$ cat config.mk
export PLATFORM = sky130hd
export DESIGN_NAME = lsu_lane_unit
export DESIGN_NICKNAME = d
export VERILOG_FILES = /design/src/rtl/lsu_pkg.sv /design/src/rtl/lsu_decode.sv /design/src/rtl/lsu_agen.sv /design/src/rtl/lsu_store_lanes.sv /design/src/rtl/lsu_load_align.sv /design/src/rtl/lsu_lane_unit.sv
export SDC_FILE = /design/constraint.sdc
export NUM_CORES = 1
export LEC_CHECK = 0
export BUFFER_PORTS_ARGS = -buffer_cell sky130_fd_sc_hd__buf_2
export CORE_ASPECT_RATIO = 0.7
export CORE_MARGIN = 2
export CORE_UTILIZATION = 44
export DETAILED_ROUTE_END_ITERATION = 12
export PLACE_DENSITY = 0.84
export SLEW_MARGIN = 15
export SYNTH_ARGS = -nofsm -noshare
export SYNTH_HDL_FRONTEND = slang
export SYNTH_HIERARCHICAL = 1
export SYNTH_SLANG_ARGS = --single-unit
export TNS_END_PERCENT = 50
$ cat constraint.sdc
create_clock -name clk -period 4.5 [get_ports clk]
set_input_delay 0.45 -clock clk [delete_from_list [all_inputs] [get_ports clk]]
set_output_delay 0.45 -clock clk [all_outputs]
set_load 0.02 [all_outputs]
$ cat src/rtl/lsu_pkg.sv
package lsu_pkg;

  // Access width; the numeric value is log2 of the byte count.
  typedef enum logic [1:0] {
    SZ_BYTE = 2'd0,
    SZ_HALF = 2'd1,
    SZ_WORD = 2'd2
  } acc_size_e;

  typedef struct packed {
    logic      hit;        // opcode is a load or store
    logic      is_store;
    logic      use_index;  // index mode instead of offset mode
    acc_size_e size;
  } mem_op_t;

  // The memory opcodes form one contiguous run: loads first, then stores,
  // each group ordered byte/half/word with offset/index pairs.
  localparam int unsigned MEM_OPC_FIRST = 17;
  localparam int unsigned MEM_OPC_COUNT = 12;
  localparam int unsigned STORE_GROUP   = 6;

endpackage

$ cat src/rtl/lsu_decode.sv
module lsu_decode
  import lsu_pkg::*;
#(
  parameter int OPC_W = 6
) (
  input  logic [OPC_W-1:0] opcode,
  output mem_op_t          dec
);

  logic [31:0] rel;
  logic [2:0]  grp;

  always_comb begin
    rel           = {{(32-OPC_W){1'b0}}, opcode} - 32'(MEM_OPC_FIRST);
    dec.hit       = (opcode >= OPC_W'(MEM_OPC_FIRST)) && (rel < 32'(MEM_OPC_COUNT));
    dec.is_store  = (rel >= 32'(STORE_GROUP));
    grp           = dec.is_store ? (rel[2:0] - 3'(STORE_GROUP)) : rel[2:0];
    dec.size      = acc_size_e'(grp[2:1]);
    dec.use_index = grp[0];
  end

endmodule

$ cat src/rtl/lsu_agen.sv
module lsu_agen
  import lsu_pkg::*;
#(
  parameter int ADDR_W = 32,
  parameter int OFS_W  = 12,
  parameter int LANES  = 4
) (
  input  logic [ADDR_W-1:0] base,
  input  logic [ADDR_W-1:0] index,
  input  logic [OFS_W-1:0]  offset,
  input  logic              use_index,
  input  acc_size_e         size,
  output logic [ADDR_W-1:0] addr,
  output logic              misaligned,
  output logic [LANES-1:0]  be
);

  localparam int LSB_W = $clog2(LANES);

  logic [ADDR_W-1:0] addend;
  logic [LSB_W-1:0]  low_mask;
  logic [LANES-1:0]  foot;

  always_comb begin
    // Offset is unsigned: zero-extend before the add.
    addend     = use_index ? index : {{(ADDR_W-OFS_W){1'b0}}, offset};
    addr       = base + addend;
    low_mask   = LSB_W'((1 << int'(size)) - 1);
    misaligned = |(addr[LSB_W-1:0] & low_mask);
    foot       = LANES'((1 << (1 << int'(size))) - 1);
    be         = misaligned ? '0 : (foot << addr[LSB_W-1:0]);
  end

endmodule

$ cat src/rtl/lsu_store_lanes.sv
module lsu_store_lanes
  import lsu_pkg::*;
#(
  parameter int DATA_W = 32
) (
  input  logic [DATA_W-1:0] target,
  input  acc_size_e         size,
  output logic [DATA_W-1:0] wdata
);

  localparam int LANES = DATA_W / 8;

  // Each lane carries the source byte it would hold for an aligned access,
  // so enables alone pick which bytes land in memory.
  for (genvar i = 0; i < LANES; i++) begin : g_lane
    always_comb begin
      unique case (size)
        SZ_BYTE: wdata[8*i +: 8] = target[7:0];
        SZ_HALF: wdata[8*i +: 8] = target[8*(i % 2) +: 8];
        default: wdata[8*i +: 8] = target[8*(i % 4) +: 8];
      endcase
    end
  end

endmodule

$ cat src/rtl/lsu_load_align.sv
module lsu_load_align
  import lsu_pkg::*;
#(
  parameter int DATA_W = 32
) (
  input  logic              clk,
  input  logic              rst,
  input  logic              issue,
  input  logic              fault,
  input  logic [$clog2(DATA_W/8)-1:0] lane,
  input  acc_size_e         size,
  input  logic [DATA_W-1:0] rdata,
  output logic [DATA_W-1:0] ld_data,
  output logic              ld_valid,
  output logic              err
);

  localparam int LSB_W = $clog2(DATA_W / 8);

  logic [LSB_W-1:0]  lane_q;
  acc_size_e         size_q;
  logic [DATA_W-1:0] shifted;

  always_ff @(posedge clk) begin
    if (rst) begin
      ld_valid <= 1'b0;
      err      <= 1'b0;
      lane_q   <= '0;
      size_q   <= SZ_WORD;
    end else begin
      ld_valid <= issue;
      err      <= fault;
      if (issue) begin
        lane_q <= lane;
        size_q <= size;
      end
    end
  end

  always_comb begin
    shifted = rdata >> (8 * int'(lane_q));
    unique case (size_q)
      SZ_BYTE: ld_data = {{(DATA_W-8){1'b0}}, shifted[7:0]};
      SZ_HALF: ld_data = {{(DATA_W-16){1'b0}}, shifted[15:0]};
      default: ld_data = shifted;
    endcase
  end


  valid_follows_read_chk: assert property (@(posedge clk) disable iff (rst)
    ld_valid |-> $past(issue));


  err_excludes_valid_chk: assert property (@(posedge clk) disable iff (rst)
    err |-> !ld_valid);

endmodule

$ cat src/rtl/lsu_lane_unit.sv
module lsu_lane_unit
  import lsu_pkg::*;
#(
  parameter int ADDR_W = 32,
  parameter int DATA_W = 32,
  parameter int OFS_W  = 12,
  parameter int OPC_W  = 6
) (
  input  logic                clk,
  input  logic                rst,
  input  logic                req_valid_i,
  input  logic [OPC_W-1:0]    opcode_i,
  input  logic [ADDR_W-1:0]   base_i,
  input  logic [ADDR_W-1:0]   index_i,
  input  logic [DATA_W-1:0]   target_i,
  input  logic [OFS_W-1:0]    offset_i,
  output logic [ADDR_W-1:0]   mem_addr_o,
  output logic [DATA_W/8-1:0] mem_be_o,
  output logic                mem_we_o,
  output logic                mem_re_o,
  output logic [DATA_W-1:0]   mem_wdata_o,
  input  logic [DATA_W-1:0]   mem_rdata_i,
  output logic [DATA_W-1:0]   ld_data_o,
  output logic                ld_valid_o,
  output logic                err_o
);

  localparam int LANES = DATA_W / 8;
  localparam int LSB_W = $clog2(LANES);

  mem_op_t          dec;
  logic             mis;
  logic [LANES-1:0] be_raw;
  logic             active;
  logic             fault;

  lsu_decode #(.OPC_W(OPC_W)) u_decode (
    .opcode (opcode_i),
    .dec    (dec)
  );

  lsu_agen #(.ADDR_W(ADDR_W), .OFS_W(OFS_W), .LANES(LANES)) u_agen (
    .base       (base_i),
    .index      (index_i),
    .offset     (offset_i),
    .use_index  (dec.use_index),
    .size       (dec.size),
    .addr       (mem_addr_o),
    .misaligned (mis),
    .be         (be_raw)
  );

  lsu_store_lanes #(.DATA_W(DATA_W)) u_store (
    .target (target_i),
    .size   (dec.size),
    .wdata  (mem_wdata_o)
  );

  always_comb begin
    active   = req_valid_i && !rst && dec.hit && !mis;
    fault    = req_valid_i && !rst && dec.hit && mis;
    mem_we_o = active && dec.is_store;
    mem_re_o = active && !dec.is_store;
    mem_be_o = active ? be_raw : '0;
  end

  lsu_load_align #(.DATA_W(DATA_W)) u_load (
    .clk      (clk),
    .rst      (rst),
    .issue    (mem_re_o),
    .fault    (fault),
    .lane     (mem_addr_o[LSB_W-1:0]),
    .size     (dec.size),
    .rdata    (mem_rdata_i),
    .ld_data  (ld_data_o),
    .ld_valid (ld_valid_o),
    .err      (err_o)
  );


  one_strobe_chk: assert property (@(posedge clk) disable iff (rst)
    !(mem_we_o && mem_re_o));


  store_lane_count_chk: assert property (@(posedge clk) disable iff (rst)
    mem_we_o |-> ($countones(mem_be_o) == 1 || $countones(mem_be_o) == 2 ||
                  $countones(mem_be_o) == 4));


  strobe_has_lanes_chk: assert property (@(posedge clk) disable iff (rst)
    (mem_we_o || mem_re_o) |-> (mem_be_o != '0));


  error_after_fault_chk: assert property (@(posedge clk) disable iff (rst)
    err_o |-> !$past(mem_we_o || mem_re_o));

endmodule

==> summary.txt, run 1 <==
Run status
  – Status: complete, no violations

Final layout
  – Post-layout util: 59.8%
  – FILL cells: 728
  – Synthesis-to-finish area growth: 33.8%
  – Layout Nets: 890
  – Area of the multi-input gates: 3290 um2
  – # diodes: 0
  – Register Area: 120 um2
  – Layout cells sized above 1: 46.2%

Detailed routing
  – DR DRC count: 0
  – M1 WL: 5370 um
  – Met2 WL post-DR: 5780 um
  – Routed length per placed instance: 15.0 um
  – Wirelength, routed: 12100 um
  – Detail Route Antenna Nets: 0
  – Routed wl met3: 863 um
  – Total number of vias: 4515
  – DRT Pass-1 Iters: 5
  – Vias/cell: 5.59
  – Drt initial violations: 314
  – Top layer in use: met4

Floorplan
  – Die ar.: 9230 um2
  – Starting Density: 44.7%
  – Die Width: 114 um
  – Die Height: 81.0 um
  – Core ar.: 8340 um2
  – Std cell rows: 28
  – Io pins: 253

Place
  – RD Place Congestion: 0.892
  – IO buf count: 252
  – Dpl hpwl: 10400 um

STA
  – Setup TNS Final: 0 ns
  – RSZ-0062 raised after global routing: no
  – Final setup viols: 0
  – Relative slew slack: 26.2%
  – Layout Skew: 0 ns
  – Period utilization: 95.6%
  – Worst slew pin tran: 1.11 ns
  – Final Hold Fails: 0
  – Slew Viols, Final: 0
  – Final min period: 4.30 ns
  – Fmax: 232 MHz

Clock tree
  – CTS max path bufs: 2
  – CTS clk-pin slew, worst paths: 0.03 ns
  – Cts bufs inserted: 3
  – Later-pin clock latency in the skew report: 0.23 ns
  – CTS tree: yes
  – CTS root buf: clkbuf_16
  – H-tree levels: 1
  – CTS sink count: 6

Worst setup path
  – CP max stage cell: mux2_1
  – Critical-path cell list: buf_2 -> inv_1 -> ha_2 -> xor2_1 -> ha_1 -> o21ai_0 -> o21ai_0 -> a211oi_2 -> mux2_1 -> buf_4 -> inv_1 -> nand2_1 -> ha_1 -> o21ai_1 -> and4bb_2 -> and2b_2 -> buf_2
  – Worst Path Required: 4.05 ns
  – CP Max Fanout: 27
  – Worst r2r dst: u_load/lane_q[0]
  – Crit path DAT: 3.85 ns
  – R2R cell count: 2
  – Crit Path Class: in -> out
  – Crit. End Element: output port
  – Worst reg-to-reg setup slack: 3.09 ns
  – Critical Path Start Type: primary input
  – Crit path capture: mem_re_o
  – FF-to-FF Start: u_load/lane_q[0]
  – Crit path launch: opcode_i[0]
  – Critical Path Max Stage Delay: 0.36 ns

Power and ir drop
  – Overall Power: 1040 uW
  – PwrDens: 209 nW/um2
  – Leakage: 0.00254 uW
  – VDD IR max: 148 uV

Yosys
  – Dominant synthesized flop cell: dfxtp_1
  – Cells after Synth: 477
  – Synthesized area: 3730 um2
  – Synth top area share: 12.1%
  – Synth unique cells: 69
  – Syn Area/Cell: 7.81 um2
  – Net Count, Synth: 663
  – Ys Warns: 6
  – Number of synthesized flops with an enable pin: 0
  – Post-synth top cells: ha_1 (36), nand2_1 (36), a21oi_1 (33)
  – Register area share after synthesis: 3.22%
  – Ys async rst share: 0%
  – Synthesized flop and latch total: 6
  – Synth top area cells: ha_1 (12%), mux2_2 (7.0%), mux2i_1 (5.4%)
  – Largest area contributor in the netlist: ha_1

Min path
  – Hold crit path type: in -> reg

GRT
  – GRT Resource Usage Total: 23.8%
  – Largest net degree at the start of global routing: 35
  – Initial antenna violation count: 0
  – First-pass GRT wire length: 18200 um
  – Grt total ovfl: 0
  – Vias in the first global route: 3977

Run
  – Max_cap viols: 0
==> where the power goes <==
group          internal, uW  switching, uW
registers              53.8          0.328
logic                   342            502
clock network           114           28.4
total                   510            531
==> layout by cell type (no fill, tap or decap), drive strengths merged, types with 2 or more instances in the layout <==
master / instances
nor2b: 13
o21a: 2
o211ai: 4
dfxtp: 6
mux4: 8
o21ai: 36
a21o: 11
nand3: 4
mux2: 28
nand2: 36
and2b: 3
ha: 36
nand4: 6
xor2: 13
and4b: 2
nor2: 31
a211oi: 20
a21oi: 35
o21bai: 3
mux2i: 20
nand2b: 13
clkbuf: 3
buf: 257
and2: 34
nor3: 6
a31oi: 6
a211o: 2
xnor2: 21
inv: 18
o22ai: 2
a21boi: 2
and3: 3
==> area by class of cell <==
type / instances / area share (%)
clock buffers: 3 / 1.51
repair buffers: 257 / 26.0
inverters: 18 / 1.36
well taps: 105 / 2.63
flip-flops and latches: 6 / 2.41
multi-input cells: 418 / 66.0
==> critical path, delay by kind of cell <==
family                     cells  cell delay [ns]
buffers and inverters          5             0.75
muxes                          1             0.36
adders and majority gates      3             0.79
and+or+nand+nor                3             0.65
xor gates and xnor gates       1             0.17
AOI/OAI and AO/OA              4             0.68
==> through the flow <==
step | instances | hold slack (ns) | area [um2] | worst slack (ns)
after floorplan | 477 | 0.461 | 3730 | 0.376
after global placement | 804 | 0.492 | 4910 | 0.262
after detailed placement | 804 | 0.519 | 4910 | 0.0736
after CTS | 807 | 0.484 | 4980 | 0.0610
after global routing | 807 | 0.495 | 4990 | 0.0130
final | 807 | 0.488 | 4990 | 0.197
==> flip-flops by register name, indices dropped and copies added (netlist names) <==
register	cells
u_load/ld_valid	1
u_load/size_q	2
u_load/lane_q	2
u_load/err	1
==> metal layers <==
metal	up-vias	track usage, %
met5	-	0
met4	0	5.24
met3	10	3.36
met2	206	41.0
met1	2118	31.7
li1	2181	-
==> worst min path at each step <==
| stage | from | to | cells past startpoint | slack [ns] |
|---|---|---|---|---|
| after floorplan | u_load/size_q[0] | u_load/size_q[0] | 2 | 0.46 |
| after global placement | u_load/size_q[0] | u_load/size_q[0] | 2 | 0.49 |
| after detailed placement | u_load/size_q[0] | u_load/size_q[0] | 2 | 0.52 |
| after CTS | rst | u_load/lane_q[1] | 2 | 0.48 |
| after global routing | rst | u_load/lane_q[1] | 2 | 0.49 |
| final | rst | u_load/ld_valid | 2 | 0.49 |
==> kinds of logic after synthesis <==
logic type	share of synthesized area, %
AOI/OAI and AO/OA	25.1
muxes	19.1
DFF	3.22
and+or+nand+nor	23.3
adders and majority gates	12.6
xor gates and xnor gates	7.99
buffers and inverters	8.66
==> timing repair <==
action | CTS | global route
hold buffers | 0 | 0
gates resized for setup | 0 | 2
hold endpoints to repair | 0 | 0
endpoints found under the setup margin | 0 | 6
setup buffers | 0 | 0
(Power assumes the default switching activity.)
==> run 2, diff against run 1 <==
- ABC_AREA: not set -> 1
- CORE_UTILIZATION: 44 -> 47
- clock period: 4.5 -> 4.1 ns (I/O delays scaled with it)
==> summary.txt, run 2 <==
GRT
  – GR Util met1: 36.2% (+4.5 points)
  – Top Usage Layer GRT: met2
  – Initial antenna violation count: 0 (unchanged)
  – Grt total ovfl: 0 (unchanged)
  – Largest net degree at the start of global routing: 34 (-2.9%)
  – GRT met2 Usage: 44.3% (+3.3 points)
  – Vias in the first global route: 5235 (+32%)
  – Met3 Use GR: 2.70% (-0.66 points)
  – First-pass GRT wire length: 23100 um (+27%)
  – GRT Resource Usage Total: 26.3% (+2.5 points)

Power and ir drop
  – Leakage: 0.00422 uW (+66%)
  – PwrDens: 204 nW/um2 (-2.4%)
  – VDD IR max: 138 uV (-7.1%)

Place
  – RD Place Congestion: 0.953 (+6.8%)
  – Pre-CTS WS: 0.376 ns (+0.303 ns)
  – Dpl hpwl: 12600 um (+22%)
  – IO buf count: 252 (unchanged)

Detailed routing
  – DR DRC count: 0 (unchanged)
  – Detail Route Antenna Nets: 0 (unchanged)
  – Total number of vias: 6235 (+38%)
  – DRT Pass-1 Iters: 5 (unchanged)
  – Wirelength, routed: 14600 um (+21%)
  – Drt initial violations: 420 (+34%)
  – Routed length per placed instance: 11.3 um (-25%)
  – Vias/cell: 4.80 (-14%)

STA
  – Final Hold Fails: 0 (unchanged)
  – Slew Viols, Final: 0 (unchanged)
  – Worst setup margin: 0.326 ns (+0.129 ns)
  – Worst Hold Margin: 0.429 ns (-0.0587 ns)
  – Fmax: 265 MHz
  – Relative slew slack: 48.5% (+22 points)
  – Final min period: 3.77 ns
  – Period utilization: 92.0%
  – Setup TNS Final: 0 ns (unchanged)
  – Worst slew pin tran: 0.771 ns (-0.334 ns)
  – Layout Skew: 0 ns (unchanged)
  – Final setup viols: 0 (unchanged)
  – RSZ-0062 raised after global routing: no

Floorplan
  – Die ar.: 10600 um2 (+15%)
  – Die Width: 122 um (+7.1%)
  – Core ar.: 9610 um2 (+15%)
  – Die Height: 86.7 um (+7.0%)
  – Std cell rows: 30 (+7.1%)
  – Starting Density: 47.7% (+3.1 points)
  – Io pins: 253 (unchanged)

Yosys
  – Largest area contributor in the netlist: nand2_1
  – Synth top area share: 33.0% (+21 points)
  – Top-count cell post-synth: nand2_1
  – Post-Synth Simple-Gate Area: 54.0% (+31 points)
  – Main combinational cell family by area after synthesis: simple AND/OR/NAND/NOR gates
  – Xor/xnor cell area share of the yosys netlist: 3.41% (-4.6 points)
  – Synth unique cells: 39 (-43%)
  – Synthesized area: 4590 um2 (+23%)
  – Synthesized flop and latch total: 6 (unchanged)
  – Adder-Cell Fraction of Synth Area: 10.3% (-2.4 points)
  – Ys Warns: 6 (unchanged)
  – Syn Area/Cell: 4.89 um2 (-37%)
  – Synth top area cells: nand2_1 (33%), inv_1 (15%), ha_1 (9.8%)
  – Dominant synthesized flop cell: dfxtp_1
  – Register area share after synthesis: 2.62% (-0.61 points)
  – Compound-gate portion of the synthesized area: 5.48% (-20 points)
  – Cells after Synth: 939 (+97%)
  – Number of synthesized flops with an enable pin: 0 (unchanged)
  – Net Count, Synth: 1125 (+70%)
  – Post-synth top cells: nand2_1 (403), inv_1 (188), nor2_1 (93)
  – Mux share of post-synthesis cell area: 2.70% (-16 points)
  – Ys async rst share: 0% (unchanged)

Clock tree
  – Cts bufs inserted: 3 (unchanged)
  – CTS max path bufs: 2 (unchanged)
  – Cts repair resizes: 0 (unchanged)
  – CTS clk-pin slew, worst paths: 0.03 ns (about the same)
  – Post-CTS Setup Inserts: 0 (unchanged)
  – CTS tree: yes
  – H-tree levels: 1 (unchanged)
  – CTS sink count: 6 (unchanged)
  – Cts hold-fix bufs: 0 (unchanged)
  – Later-pin clock latency in the skew report: 0.22 ns (about the same)
  – CTS root buf: clkbuf_16

Worst setup path
  – Crit Path Class: in -> out
  – Worst reg-to-reg setup slack: 2.96 ns (-0.13 ns)
  – Critical Path Start Type: primary input
  – Crit. End Element: output port
  – CP Max Fanout: 6 (-78%)
  – Worst Path Required: 3.69 ns (-0.36 ns)
  – Crit path DAT: 3.36 ns (-0.49 ns)

Final layout
  – Layout Nets: 1358 (+53%)
  – Layout cells sized above 1: 26.8% (-19 points)
  – Synthesis-to-finish area growth: 28.0%
  – Post-layout util: 61.1% (+1.3 points)
  – Biggest regs: u_load/lane_q (2), u_load/size_q (2)
  – Commonest cells after routing, fill and taps aside: nand2_1 (403), buf_2 (252), inv_1 (188)
  – # diodes: 0 (unchanged)
  – Commonest non-fill, non-tap cell in the layout: nand2_1

Run
  – Max_cap viols: 0 (unchanged)

Run status
  – Status: complete, no violations

Min path
  – Hold crit path type: in -> reg
-- run 2: path summary, 6_finish.rpt --
check                   start               end  cells after the start
max               opcode_i[0]          mem_re_o                     22
min                       rst        u_load/err                      2
max reg2reg  u_load/lane_q[1]  u_load/lane_q[1]                      2
min reg2reg  u_load/size_q[0]  u_load/size_q[0]                      2
-- run 2: kinds of logic (layout without fill, tap and decap cells) --
group | after synthesis | in the layout
flops | 6 | 6
xor+xnor | 17 | 17
fa+ha+maj | 37 | 37
mux | 11 | 11
buf+inv | 222 | 453
compound gates | 46 | 46
simple gates | 600 | 600
-- run 2: stage by stage --
step	power [uW]	area (um2)	std cells
4_1_cts	1190	5870	1298
3_5_place_dp	1030	5800	1295
6_report	1200	5870	1298
2_1_floorplan	731	4590	939
5_1_grt	1310	5870	1298
3_3_place_gp	1020	5800	1295
-- run 2: critical path, cell delays in order --
cell,delay (ns)
buf_2,0.11
inv_1,0.05
ha_1,0.22
inv_1,0.06
nand2_1,0.06
nand2_1,0.06
inv_1,0.07
ha_1,0.19
nand2_1,0.06
nand2_1,0.06
nor2_2,0.17
nand3_2,0.14
nand2_1,0.10
nand2_1,0.09
nor2_1,0.20
inv_1,0.11
ha_1,0.35
o22ai_1,0.13
inv_1,0.11
nand2_2,0.10
nor2_1,0.29
buf_2,0.24
-- run 2: where the power goes --
group          internal (uW)  switching [uW]
logic                    343             640
registers               59.1           0.378
clock network            125            29.4
total                    527             670
-- run 2: final cells by class --
type | count | area (um2)
clock buffers | 3 | 75.1
fillers | 1005 | 3740
repair buffers | 256 | 1290
flip-flops and latches | 6 | 120
multi-input cells | 711 | 3480
well taps | 128 | 160
inverters | 194 | 743
-- run 2: metal layers --
layer	vias up	wire length, um
met1	2680	6650
li1	3258	-
met2	277	6400
met3	20	1350
met5	-	0
met4	0	248
==> run 3, diff against run 2 <==
- CORE_UTILIZATION: 47 -> 42
- PLACE_DENSITY: 0.84 -> 0.78
- clock period: 4.1 -> 3.3 ns (I/O delays scaled with it)
==> summary.txt, run 3 (synthesized netlist as in run 2, its figures left out) <==
Clock tree
  – CTS sink count: 6 (unchanged)
  – CTS tree: yes
  – Cts bufs inserted: 3 (unchanged)
  – CTS root buf: clkbuf_16
  – Cts hold-fix bufs: 0 (unchanged)
  – CTS clk-pin slew, worst paths: 0.03 ns (about the same)
  – CTS max path bufs: 2 (unchanged)
  – Later-pin clock latency in the skew report: 0.23 ns (about the same)
  – H-tree levels: 1 (unchanged)

Final layout
  – Layout Nets: 1364 (+0.44%)
  – Synthesis-to-finish area growth: 31.0%
  – Layout cells sized above 1: 29.0% (+2.2 points)
  – # diodes: 0 (unchanged)
  – Post-Layout Cell Count: 1308 (+0.77%)
  – Commonest non-fill, non-tap cell in the layout: nand2_1
  – Commonest cells after routing, fill and taps aside: nand2_1 (396), buf_2 (251), inv_1 (182)
  – Biggest regs: u_load/lane_q (2), u_load/size_q (2)

Floorplan
  – Std cell rows: 31 (+3.3%)
  – Starting Density: 43.8% (-3.9 points)
  – Die Width: 129 um (+5.6%)
  – Io pins: 253 (unchanged)
  – Core ar.: 10500 um2 (+9.0%)
  – Die Height: 91.4 um (+5.5%)
  – Die ar.: 11800 um2 (+11%)

Detailed routing
  – DRT Pass-1 Iters: 6 (+1)
  – Vias/cell: 4.69 (-2.3%)
  – Drt initial violations: 374 (-11%)
  – Wirelength, routed: 14900 um (+1.6%)
  – Routed length per placed instance: 11.4 um (+0.79%)
  – Detail Route Antenna Nets: 0 (unchanged)
  – Total number of vias: 6138 (-1.6%)
  – DR DRC count: 0 (unchanged)

STA
  – Setup TNS Final: 0 ns (unchanged)
  – Fmax: 323 MHz
  – Layout Skew: 0 ns (unchanged)
  – Period utilization: 93.8%
  – Relative slew slack: 50.0% (+1.5 points)
  – Worst slew pin tran: 0.749 ns (-0.0228 ns)
  – Slew Viols, Final: 0 (unchanged)
  – Final min period: 3.10 ns
  – Final Hold Fails: 0 (unchanged)
  – Final setup viols: 0 (unchanged)

Power and ir drop
  – Combinational share of power: 82.5% (+0.4 points)
  – Clk pwr share: 12.7% (-0.2 points)
  – VDD IR max: 162 uV (+17%)
  – PwrDens: 255 nW/um2 (+25%)
  – Int Power: 678 uW (+29%)
  – Net switching power: 857 uW (+28%)
  – Power share of the sequential group: 4.8% (-0.2 points)
  – Sw frac: 55.8% (-0.13 points)
  – Leakage: 0.00425 uW (+0.86%)

Worst setup path
  – Crit. End Element: output port
  – Crit path DAT: 2.77 ns (-0.59 ns)
  – Worst Path Required: 2.97 ns (-0.72 ns)
  – Crit Path Class: in -> out
  – CP Max Fanout: 6 (unchanged)
  – Critical Path Start Type: primary input

Min path
  – Hold crit path type: in -> reg

Place
  – RD Place Congestion: 1.01 (+6.2%)
  – IO buf count: 252 (unchanged)
  – Placed Cells: 1304 (+0.69%)
  – Dpl hpwl: 12900 um (+1.7%)

Run status
  – Status: complete, no violations

GRT
  – GRT Resource Usage Total: 24.4% (-1.8 points)
  – Vias in the first global route: 5274 (+0.74%)
  – Initial antenna violation count: 0 (unchanged)
  – Grt total ovfl: 0 (unchanged)
  – Largest net degree at the start of global routing: 34 (unchanged)
  – First-pass GRT wire length: 23900 um (+3.4%)

Run
  – Max_cap viols: 0 (unchanged)
==> run 3: final cells by class <==
class	instances	area, um2
Clock buffer	3	75.1
Fill cell	1153	4460
Inverter	194	743
Multi-Input combinational cell	711	3570
Sequential cell	6	120
Tap cell	132	165
Timing Repair Buffer	262	1340
==> run 3: path summary, 6_finish.rpt <==
check / startpoint / endpoint / slack (ns) / cells past startpoint
setup / recovery: opcode_i[1] / mem_re_o / 0.20 / 22
hold / removal: rst / u_load/err / 0.33 / 2
setup reg to reg: u_load/lane_q[0] / u_load/lane_q[0] / 2.14 / 2
hold reg to reg: u_load/size_q[0] / u_load/size_q[0] / 0.49 / 2
==> run 3: worst max-delay path, stage by stage <==
cell and delay, ns:
buf_2 0.11, inv_2 0.05, ha_4 0.16, inv_2 0.05, nand2_2 0.05, nand2_1 0.08
inv_2 0.05, ha_1 0.19, nand2_1 0.07, nand2_2 0.07, nor2_4 0.12, nand3_2 0.12
nand2_2 0.11, nand2_4 0.08, nor2_4 0.12, inv_2 0.06, ha_4 0.24, o22ai_1 0.24
inv_1 0.10, nand2_2 0.15, nor2_2 0.06, buf_2 0.16
==> run 3: repair_timing <==
action                     4_1_cts  5_1_grt
setup buffers                    0        1
resized for setup                0       30
setup endpoints to repair        0       11
==> run 3: stage by stage <==
step           util [%]  area, um2  hold slack [ns]  setup slack [ns]  power (uW)
2_1_floorplan         -       4590            0.401            0.0308         909
3_3_place_gp       55.8       5840            0.482             0.105        1290
3_5_place_dp       55.8       5840            0.487            0.0167        1300
4_1_cts            56.5       5920            0.328            0.0104        1500
5_1_grt            57.4       6010            0.343           -0.0158        1680
6_report           57.4       6010            0.331             0.205        1530
==> run 3: power groups by stage <==
stage	logic (uW)	clock network, uW	registers (uW)
floorplan	834	0	75.0
global placement	1220	0	75.1
finish	1270	195	74.1
CTS	1230	199	74.1
global route	1400	204	74.1
detailed placement	1220	0	75.1
==> run 3: layer usage <==
metal	vias up	share of wire (%)	track usage, %
met2	263	42	39.5
met4	0	1.4	3.99
met1	2593	48	34.6
met5	-	0	0
li1	3262	-	-
met3	20	8.3	3.77
